### src/rtl/pdwake_pkg.sv
package pdwake_pkg;
  typedef enum logic [1:0] {
    RES_CONT = 2'd0,
    RES_VEC  = 2'd1,
    RES_WDT  = 2'd2,
    RES_FULL = 2'd3
  } res_code_e;

  typedef enum logic [1:0] {
    ST_RUN  = 2'd0,
    ST_HALT = 2'd1,
    ST_WARM = 2'd2
  } pd_state_e;
endpackage

### src/rtl/pdwake_pin_det.sv
module pdwake_pin_det #(
  parameter int PA_W = 8,
  parameter int PB_W = 8,
  localparam int NIB = PB_W / 4
) (
  input  logic            clk_i,
  input  logic            rst_ni,
  input  logic            snap_i,
  input  logic [PA_W-1:0] pa_i,
  input  logic [PA_W-1:0] pa_en_i,
  input  logic [PB_W-1:0] pb_i,
  input  logic [NIB-1:0]  pb_nib_en_i,
  output logic            wake_o
);
  logic [PA_W-1:0] pa_ref_q;
  logic [PB_W-1:0] pb_ref_q;
  logic [PB_W-1:0] pb_en;

  for (genvar g = 0; g < PB_W; g++) begin : g_nib
    assign pb_en[g] = pb_nib_en_i[g/4];
  end

  always_ff @(posedge clk_i or negedge rst_ni) begin
    if (!rst_ni) begin
      pa_ref_q <= '0;
      pb_ref_q <= '0;
    end else if (snap_i) begin
      pa_ref_q <= pa_i;
      pb_ref_q <= pb_i;
    end
  end

  assign wake_o = |(pa_ref_q & ~pa_i & pa_en_i) | |(pb_ref_q & ~pb_i & pb_en);

  // no enabled pin, no pin wake
  a_r7_no_wake_disabled: assert property (@(posedge clk_i) disable iff (!rst_ni)
    (pa_en_i == '0 && pb_nib_en_i == '0) |-> !wake_o);
endmodule

### src/rtl/pdwake_src_arb.sv
module pdwake_src_arb
  import pdwake_pkg::*;
#(
  parameter int IRQ_N = 4
) (
  input  logic             clk_i,
  input  logic             rst_ni,
  input  logic             snap_i,
  input  logic             ext_i,
  input  logic             wdt_i,
  input  logic [IRQ_N-1:0] irq_req_i,
  input  logic [IRQ_N-1:0] irq_en_i,
  input  logic             stack_full_i,
  input  logic             pin_i,
  output logic             wake_o,
  output logic             wdt_win_o,
  output res_code_e        code_o
);
  logic [IRQ_N-1:0] arm_q;
  logic [IRQ_N-1:0] irq_wake;

  // requests already pending at halt lose wake ability
  always_ff @(posedge clk_i or negedge rst_ni) begin
    if (!rst_ni)     arm_q <= '0;
    else if (snap_i) arm_q <= ~irq_req_i;
  end

  assign irq_wake = irq_req_i & arm_q;

  always_comb begin
    wake_o    = 1'b1;
    wdt_win_o = 1'b0;
    if (ext_i) begin
      code_o = RES_FULL;
    end else if (wdt_i) begin
      code_o    = RES_WDT;
      wdt_win_o = 1'b1;
    end else if (|irq_wake) begin
      code_o = (|(irq_wake & irq_en_i) && !stack_full_i) ? RES_VEC : RES_CONT;
    end else begin
      code_o = RES_CONT;
      wake_o = pin_i;
    end
  end

  // external reset always wins
  a_r11_ext_first: assert property (@(posedge clk_i) disable iff (!rst_ni)
    ext_i |-> (code_o == RES_FULL && wake_o));
  // a full stack never yields a vector
  a_r8_no_vec_stack_full: assert property (@(posedge clk_i) disable iff (!rst_ni)
    stack_full_i |-> code_o != RES_VEC);
endmodule

### src/rtl/pdwake_startup.sv
module pdwake_startup #(
  parameter int START_CYC = 1024,
  localparam int CW = (START_CYC > 1) ? $clog2(START_CYC) : 1,
  localparam logic [CW-1:0] LAST = CW'(START_CYC - 1)
) (
  input  logic clk_i,
  input  logic rst_ni,
  input  logic start_i,
  output logic done_o
);
  logic          act_q;
  logic [CW-1:0] cnt_q;

  always_ff @(posedge clk_i or negedge rst_ni) begin
    if (!rst_ni) begin
      act_q <= 1'b0;
      cnt_q <= '0;
    end else if (start_i) begin
      act_q <= 1'b1;
      cnt_q <= '0;
    end else if (act_q) begin
      if (cnt_q == LAST) begin
        act_q <= 1'b0;
        cnt_q <= '0;
      end else begin
        cnt_q <= cnt_q + 1'b1;
      end
    end
  end

  assign done_o = act_q && (cnt_q == LAST);

  // count never passes the window
  a_r10_cnt_bound: assert property (@(posedge clk_i) disable iff (!rst_ni)
    cnt_q <= LAST);
  a_r10_done_ends: assert property (@(posedge clk_i) disable iff (!rst_ni)
    (done_o && !start_i) |=> !act_q);
endmodule

### src/rtl/pdwake_ctrl.sv
module pdwake_ctrl
  import pdwake_pkg::*;
#(
  parameter int PA_W      = 8,
  parameter int PB_W      = 8,
  parameter int IRQ_N     = 4,
  parameter int START_CYC = 1024,
  localparam int NIB = PB_W / 4
) (
  input  logic             clk_i,
  input  logic             rst_ni,
  input  logic             halt_i,
  input  logic             clr_wdt_i,
  input  logic             wdt_ovf_i,
  input  logic             wdt_own_osc_i,
  input  logic             ext_rst_i,
  input  logic [PA_W-1:0]  pa_i,
  input  logic [PA_W-1:0]  pa_wake_en_i,
  input  logic [PB_W-1:0]  pb_i,
  input  logic [NIB-1:0]   pb_nib_en_i,
  input  logic [IRQ_N-1:0] irq_req_i,
  input  logic [IRQ_N-1:0] irq_en_i,
  input  logic             stack_full_i,
  output logic             sys_clk_en_o,
  output logic             wdt_clr_o,
  output logic             wdt_run_o,
  output logic             pdf_o,
  output logic             to_o,
  output logic             resume_vld_o,
  output logic [1:0]       resume_code_o
);
  pd_state_e state_q;
  res_code_e code_q, arb_code;
  logic      enter, pin_wake, wake, wdt_win, warm_done, take;

  assign enter = (state_q == ST_RUN) && halt_i;

  pdwake_pin_det #(.PA_W(PA_W), .PB_W(PB_W)) i_pin (
    .clk_i, .rst_ni,
    .snap_i      (enter),
    .pa_i, .pa_en_i(pa_wake_en_i),
    .pb_i, .pb_nib_en_i,
    .wake_o      (pin_wake)
  );

  pdwake_src_arb #(.IRQ_N(IRQ_N)) i_arb (
    .clk_i, .rst_ni,
    .snap_i      (enter),
    .ext_i       (ext_rst_i),
    .wdt_i       (wdt_ovf_i && wdt_own_osc_i),
    .irq_req_i, .irq_en_i, .stack_full_i,
    .pin_i       (pin_wake),
    .wake_o      (wake),
    .wdt_win_o   (wdt_win),
    .code_o      (arb_code)
  );

  assign take = (state_q == ST_HALT) && wake;

  pdwake_startup #(.START_CYC(START_CYC)) i_start (
    .clk_i, .rst_ni,
    .start_i (take),
    .done_o  (warm_done)
  );

  always_ff @(posedge clk_i or negedge rst_ni) begin
    if (!rst_ni) begin
      state_q      <= ST_RUN;
      code_q       <= RES_CONT;
      pdf_o        <= 1'b0;
      to_o         <= 1'b0;
      wdt_clr_o    <= 1'b0;
      resume_vld_o <= 1'b0;
    end else begin
      wdt_clr_o    <= enter;
      resume_vld_o <= 1'b0;
      unique case (state_q)
        ST_RUN: begin
          if (enter) begin
            state_q <= ST_HALT;
            pdf_o   <= 1'b1;
            to_o    <= 1'b0;
          end else if (clr_wdt_i) begin
            pdf_o <= 1'b0;
          end
        end
        ST_HALT: begin
          if (take) begin
            state_q <= ST_WARM;
            code_q  <= arb_code;
            if (wdt_win) to_o <= 1'b1;
          end
        end
        ST_WARM: begin
          if (warm_done) begin
            state_q      <= ST_RUN;
            resume_vld_o <= 1'b1;
          end
        end
        default: state_q <= ST_RUN;
      endcase
    end
  end

  assign sys_clk_en_o  = (state_q != ST_HALT);
  assign wdt_run_o     = (state_q != ST_HALT) || wdt_own_osc_i;
  assign resume_code_o = code_q;

  // halt entry gates the clock next cycle
  a_r1_clk_off: assert property (@(posedge clk_i) disable iff (!rst_ni)
    enter |=> !sys_clk_en_o);
  // flags at entry
  a_r2_entry_flags: assert property (@(posedge clk_i) disable iff (!rst_ni)
    enter |=> (pdf_o && !to_o));
  // clear pulse is single and falls in the halted cycle
  a_r4_clr_pulse: assert property (@(posedge clk_i) disable iff (!rst_ni)
    wdt_clr_o |-> (!sys_clk_en_o && $past(enter)));
  // resume strobe lasts one cycle
  a_r10_resume_single: assert property (@(posedge clk_i) disable iff (!rst_ni)
    resume_vld_o |=> !resume_vld_o);
  // watchdog resume implies time-out flag
  a_r6_to_with_wdt: assert property (@(posedge clk_i) disable iff (!rst_ni)
    (resume_vld_o && resume_code_o == RES_WDT) |-> to_o);
  // a wake never changes the power-down flag
  a_r3_pdf_kept: assert property (@(posedge clk_i) disable iff (!rst_ni)
    take |=> pdf_o);
endmodule

### config.mk
export PLATFORM = sky130hd
export DESIGN_NAME = pdwake_ctrl
export DESIGN_NICKNAME = d
export VERILOG_FILES = /design/src/rtl/pdwake_pkg.sv /design/src/rtl/pdwake_pin_det.sv /design/src/rtl/pdwake_src_arb.sv /design/src/rtl/pdwake_startup.sv /design/src/rtl/pdwake_ctrl.sv
export SDC_FILE = /design/constraint.sdc
export NUM_CORES = 1
export LEC_CHECK = 0
export BUFFER_PORTS_ARGS = -buffer_cell sky130_fd_sc_hd__buf_2
export CORE_MARGIN = 3
export CORE_UTILIZATION = 51
export DETAILED_ROUTE_END_ITERATION = 7
export HOLD_SLACK_MARGIN = 0.06
export PLACE_DENSITY = 0.75
export SYNTH_ARGS = -nofsm -noshare
export SYNTH_HDL_FRONTEND = slang
export SYNTH_SLANG_ARGS = --single-unit
### constraint.sdc
create_clock -name clk_i -period 2.03 [get_ports clk_i]
set_clock_uncertainty 0.2 [all_clocks]
set_input_delay 0.406 -clock clk_i [delete_from_list [all_inputs] [get_ports clk_i]]
set_output_delay 0.406 -clock clk_i [all_outputs]
set_load 0.01 [all_outputs]
* After elaboration in Yosys (flattened, before gate mapping)
Index checks and enable logic that the tools add are counted.
Word-level totals: bits in registers 39
Cells by class: muxes and demuxes 27, $add $sub $neg 1, reduce and logical (&&, ||, !) cells 19, equal/unequal tests 8, bitwise logic cells 10
Operator list (count):
- $and A8 B8 Y8 | 4
- $mux W10 | 3
- $mux W1 | 16
- $not A8 Y8 | 2
- $reduce_or A8 Y1 | 2
- $mux W2 | 6
- $add A10 B1 Y10 const B | 1
- $eq A10 B10 Y1 const B | 1
- $and A4 B4 Y4 | 2
- $ne A2 B1 Y1 const B | 4
- $reduce_or A4 Y1 | 2
- $pmux W2 S3 | 1
- $reduce_bool A2 Y1 | 3
- $logic_and A1 B1 Y1 | 5
- $not A4 Y4 | 1
- $reduce_and A2 Y1 | 2
- $reduce_and A4 Y1 | 1
- $reduce_and A3 Y1 | 1
- $eq A2 B1 Y1 const B | 1
- $eq A2 B2 Y1 const B | 1
- $logic_not A2 Y1 | 1
- $ne A2 B2 Y1 const B | 1
- $pmux W1 S2 | 1
- $logic_not A1 Y1 | 1
- other kinds (2) | 2

* Depth between registers and ports, before layout
word-level depth 11, mapped depth 6, gate-level depth less buffers 6

* By module
A second synthesis with hierarchy kept.
Unflattened totals: cells, all modules 189, area total of the unflattened synthesis 1893.1 µm²
By module, submodules not included:
- pdwake_pin_det | instances 1, cells each 71, sequential area each 400.4 µm², area each 743.2 µm²
- pdwake_startup | instances 1, cells each 62, sequential area each 275.3 µm², area each 571.8 µm²
- pdwake_ctrl | instances 1, cells each 30, sequential area each 200.2 µm², area each 347.8 µm²
- pdwake_src_arb | instances 1, cells each 26, sequential area each 100.1 µm², area each 230.2 µm²

* Least setup slack after synthesis
No wires, ideal clock.
path type input to register, start point input pb_i[2], end point register state_q[1], library setup time 0.127 ns, stages 6, required time 1.703 ns, slack 0.241 ns, arrival 1.462 ns, path through nand2b_1 -> o2111ai_2 -> a2111oi_4 -> a21oi_2 -> buf_6 -> o21bai_1
On the way: longest elaborated chain between the ends 11
Ends and longest elaborated chain:
- from (decl) | RTL line pdwake_ctrl.sv:19 | input logic [PB_W-1:0] pb_i,
- $not A8 Y8 | RTL line pdwake_pin_det.sv:33 | assign wake_o = |(pa_ref_q & ~pa_i & pa_en_i) | |(pb_ref_q & ~pb_i & pb_en);
- $and A8 B8 Y8 (2 in a row) | RTL line pdwake_pin_det.sv:33
- $reduce_or A8 Y1 | RTL line pdwake_pin_det.sv:33
- $or A1 B1 Y1 | RTL line pdwake_pin_det.sv:33
- $mux W1 | RTL line pdwake_src_arb.sv:38 | end else if (|irq_wake) begin
- $mux W1 | RTL line pdwake_src_arb.sv:35 | end else if (wdt_i) begin
- $mux W1 | RTL line pdwake_src_arb.sv:33 | if (ext_i) begin
- $logic_and A1 B1 Y1 | RTL line pdwake_ctrl.sv:58 | assign take = (state_q == ST_HALT) && wake;
- $ne A2 B1 Y1 (no source line)
- $reduce_and A3 Y1 (no source line)
- to (signal assigned) | RTL line pdwake_ctrl.sv:68 | state_q <= ST_RUN;
- to (signal assigned) | RTL line pdwake_ctrl.sv:80 | state_q <= ST_HALT;
- to (signal assigned) | RTL line pdwake_ctrl.sv:89 | state_q <= ST_WARM;
- to (decl) | RTL line pdwake_ctrl.sv:32 | pd_state_e state_q;
No other way between the ends. A chain may end at the register's enable or synchronous reset.

* Final worst setup path
start point register state_q[1], end point output wdt_run_o
On the way: longest elaborated chain between the ends 2
Ends and longest elaborated chain:
- $ne A2 B1 Y1 | RTL line pdwake_ctrl.sv:106 | assign wdt_run_o = (state_q != ST_HALT) || wdt_own_osc_i;
- $logic_or A1 B1 Y1 | RTL line pdwake_ctrl.sv:106
- to (decl) | RTL line pdwake_ctrl.sv:26 | output logic wdt_run_o,
No other way between the ends.

==> results.toml <==
[power]
ir_drop_v = 0.000631
power_leakage_nw = 1.01
power_density_nw_per_um2 = 1130
total_power_w = 0.00251

[yosys]
synthArstFlopShare_pct = 100
ys_ff_latch = 39
yosysSeqAreaShare_pct = 53.7
synth_top_area_share_pct = 53.7
syn_nets = 209
synth_area_leaders = "dfrtp_1 (54%), mux2_2 (8.7%), nand2_1 (3.1%)"
synth_area_um2 = 1820
synth_area_leader_cell = "dfrtp_1"
synthCells = 166
yosys_warnings = 0
synth_edf_count = 0
synth_ff_type = "dfrtp_1"
yosysUniqueCellTypes = 42
postSynthAreaPerCell_um2 = 11.0
ys_top_cells_by_count = "dfrtp_1 (39), nand2_1 (15), nor2_1 (15), mux2_2 (14)"
synth_most_common_cell = "dfrtp_1"

[clocking]
cts_root_buf = "clkbuf_4"
cts_tree = "done"
numCtsBuffers = 5
cts_sinks = 39
clock_path_buffers = 2
htreeDepth = 2
clock_latency_ns = 0.33
clkTransAtPathRegs_ns = 0.10

[floorplanning]
num_rows = 21
fp.coreArea_um2 = 3390
die_area_um2 = 4320
io_pins = 50
die_h_um = 65.7
start_util_pct = 53.6
die_w_um = 65.7

[timing]
report.final.hold_viol_count = 0
period_needed_ns = 1.96
slew_violations = 0
slew_headroom_pct = 68.8
fin_tns_setup_ns = 0
setup_ws_ns = 0.0658
max_freq_mhz = 509
setup_violations = 0
tightest_slew_ns = 0.468
rsz0062_at_grt = "no"
fin_crit_sh_pct = 96.8

[routing]
drtPass1Iterations = 4
vias = 1429
wl_per_cell_um = 13.0
vias_per_cell = 5.29
drc_errors = 0
drt_iter0_drc = 54
wl_um = 3510
ant_nets = 0

[critical_path]
cp.required_ns = 1.42
crit_path_end_kind = "primary output"
crit_fanout = 5
start_kind = "register"
critPathKind = "reg2out"
arrival_ns = 1.36

[final_layout]
n_antenna_cell = 0
fin_util_pct = 65.7
stdcell_count = 270
area_growth_pct = 22.6
drive_gt1_share_pct = 35.3
nNetsFinal = 266

[placed_design]
io_buffers = 49
gp_congestion = 0.791
dp.cells = 258
pre_cts_ws_ns = 0.0149
dpl.hpwl_um = 2680

[status]
status = "finished clean"

[grt]
grt_pass1_wl_um = 5980
grt_pass1_vias = 1398
overflow = 0
grt_start_max_net_pins = 40
grt_use_total_pct = 18.1
antenna_found_initial = 0

[run]
maxCapViolCount = 0

[hold_path]
hold_path_class = "in2reg"
stage by stage:
stage	cell area, um^2	hold slack, ns
6_report	2230	0.0745
5_1_grt	2230	0.0698
4_1_cts	2220	0.0609
3_5_place_dp	2120	0.273
3_3_place_gp	2120	0.258
2_1_floorplan	1820	-0.0896
cells in the final DEF (no fill, tap or decap), types with 2 or more instances in the layout:
cell type      synthesis  final
clkbuf_4               0      5
o21bai_1               2      2
dfrtp_1               39     39
xnor2_1                2      2
mux2_2                14     14
nand3b_1               2      2
xor2_1                 4      4
a21oi_1                9      9
nand4_1                4      4
a21o_1                 2      2
mux2i_1                2      2
nor2b_1                2      2
o21ai_0                3      3
nand2b_1               9      8
dlygate4sd3_1          0      4
nand2_1               15     15
clkbuf_1               3      2
a22oi_1                2      2
buf_2                  1     49
nor2_1                15     15
nor3_1                 2      2
o22ai_1                2      2
inv_1                  4      4
nand3_1                8      8
report_power, final:
group          switching, W  internal [W]
combinational      0.000420      0.000454
clock              0.000231      0.000135
sequential         0.000187       0.00108
final timing paths:
check,slack [ns],start,depth (start not counted),end
max in group asynchronous,0.87,rst_ni,3,i_pin.pb_ref_q[1]
min in group asynchronous,0.43,rst_ni,3,i_start.act_q
hold reg to reg,0.30,pdf_o,1,pdf_o
setup reg to reg,0.10,i_start.cnt_q[0],6,i_start.cnt_q[0]
setup / recovery,0.07,state_q[1],3,wdt_run_o
hold / removal,0.07,irq_req_i[3],2,i_arb.arm_q[3]
sequential cells by signal, indices dropped and copies added, names as in the netlist:
register        flops
i_pin.pb_ref_q      8
resume_vld_o        1
i_start.act_q       1
to_o                1
i_start.cnt_q      10
pdf_o               1
resume_code_o       2
state_q             2
i_pin.pa_ref_q      8
wdt_clr_o           1
i_arb.arm_q         4
kinds of logic after synthesis:
group / after synthesis / synth area share [%]
adders and majority gates: 1 / 0.688
xor gates and xnor gates: 6 / 2.89
DFF: 39 / 53.7
AOI/OAI and AO/OA: 30 / 12.5
buffers and inverters: 9 / 2.34
and+or+nand+nor: 65 / 18.2
muxes: 16 / 9.77
cell type report:
class | count | area, um^2
fill | 267 | 1160
inverter | 4 | 15.0
tap | 46 | 57.6
timing repair buffer | 55 | 313
sequential | 39 | 976
multi-input combinational | 118 | 817
clock buffer | 7 | 45.0
clock inverter | 1 | 5.00
timing repair:
item / in CTS / in global routing
gates cloned: 0 / 0
endpoints found under the hold margin: 42 / 0
resized for setup: 2 / 2
setup buffers: 0 / 0
endpoints found under the setup margin: 1 / 2
hold buffers: 4 / 0
worst max-delay path: stages, from the launching register on:
cell and delay (ns):
dfrtp_1 0.41, nand2b_4 0.18, or2_2 0.29, buf_2 0.15
per-layer routing:
metal / share of wire, % / GRT usage (%)
met5: 0 / 0
met4: 2.1 / 8.29
met3: 5.3 / 4.96
met2: 50 / 28.4
met1: 43 / 23.1
No activity file was read; power rests on OpenSTA's default activity.
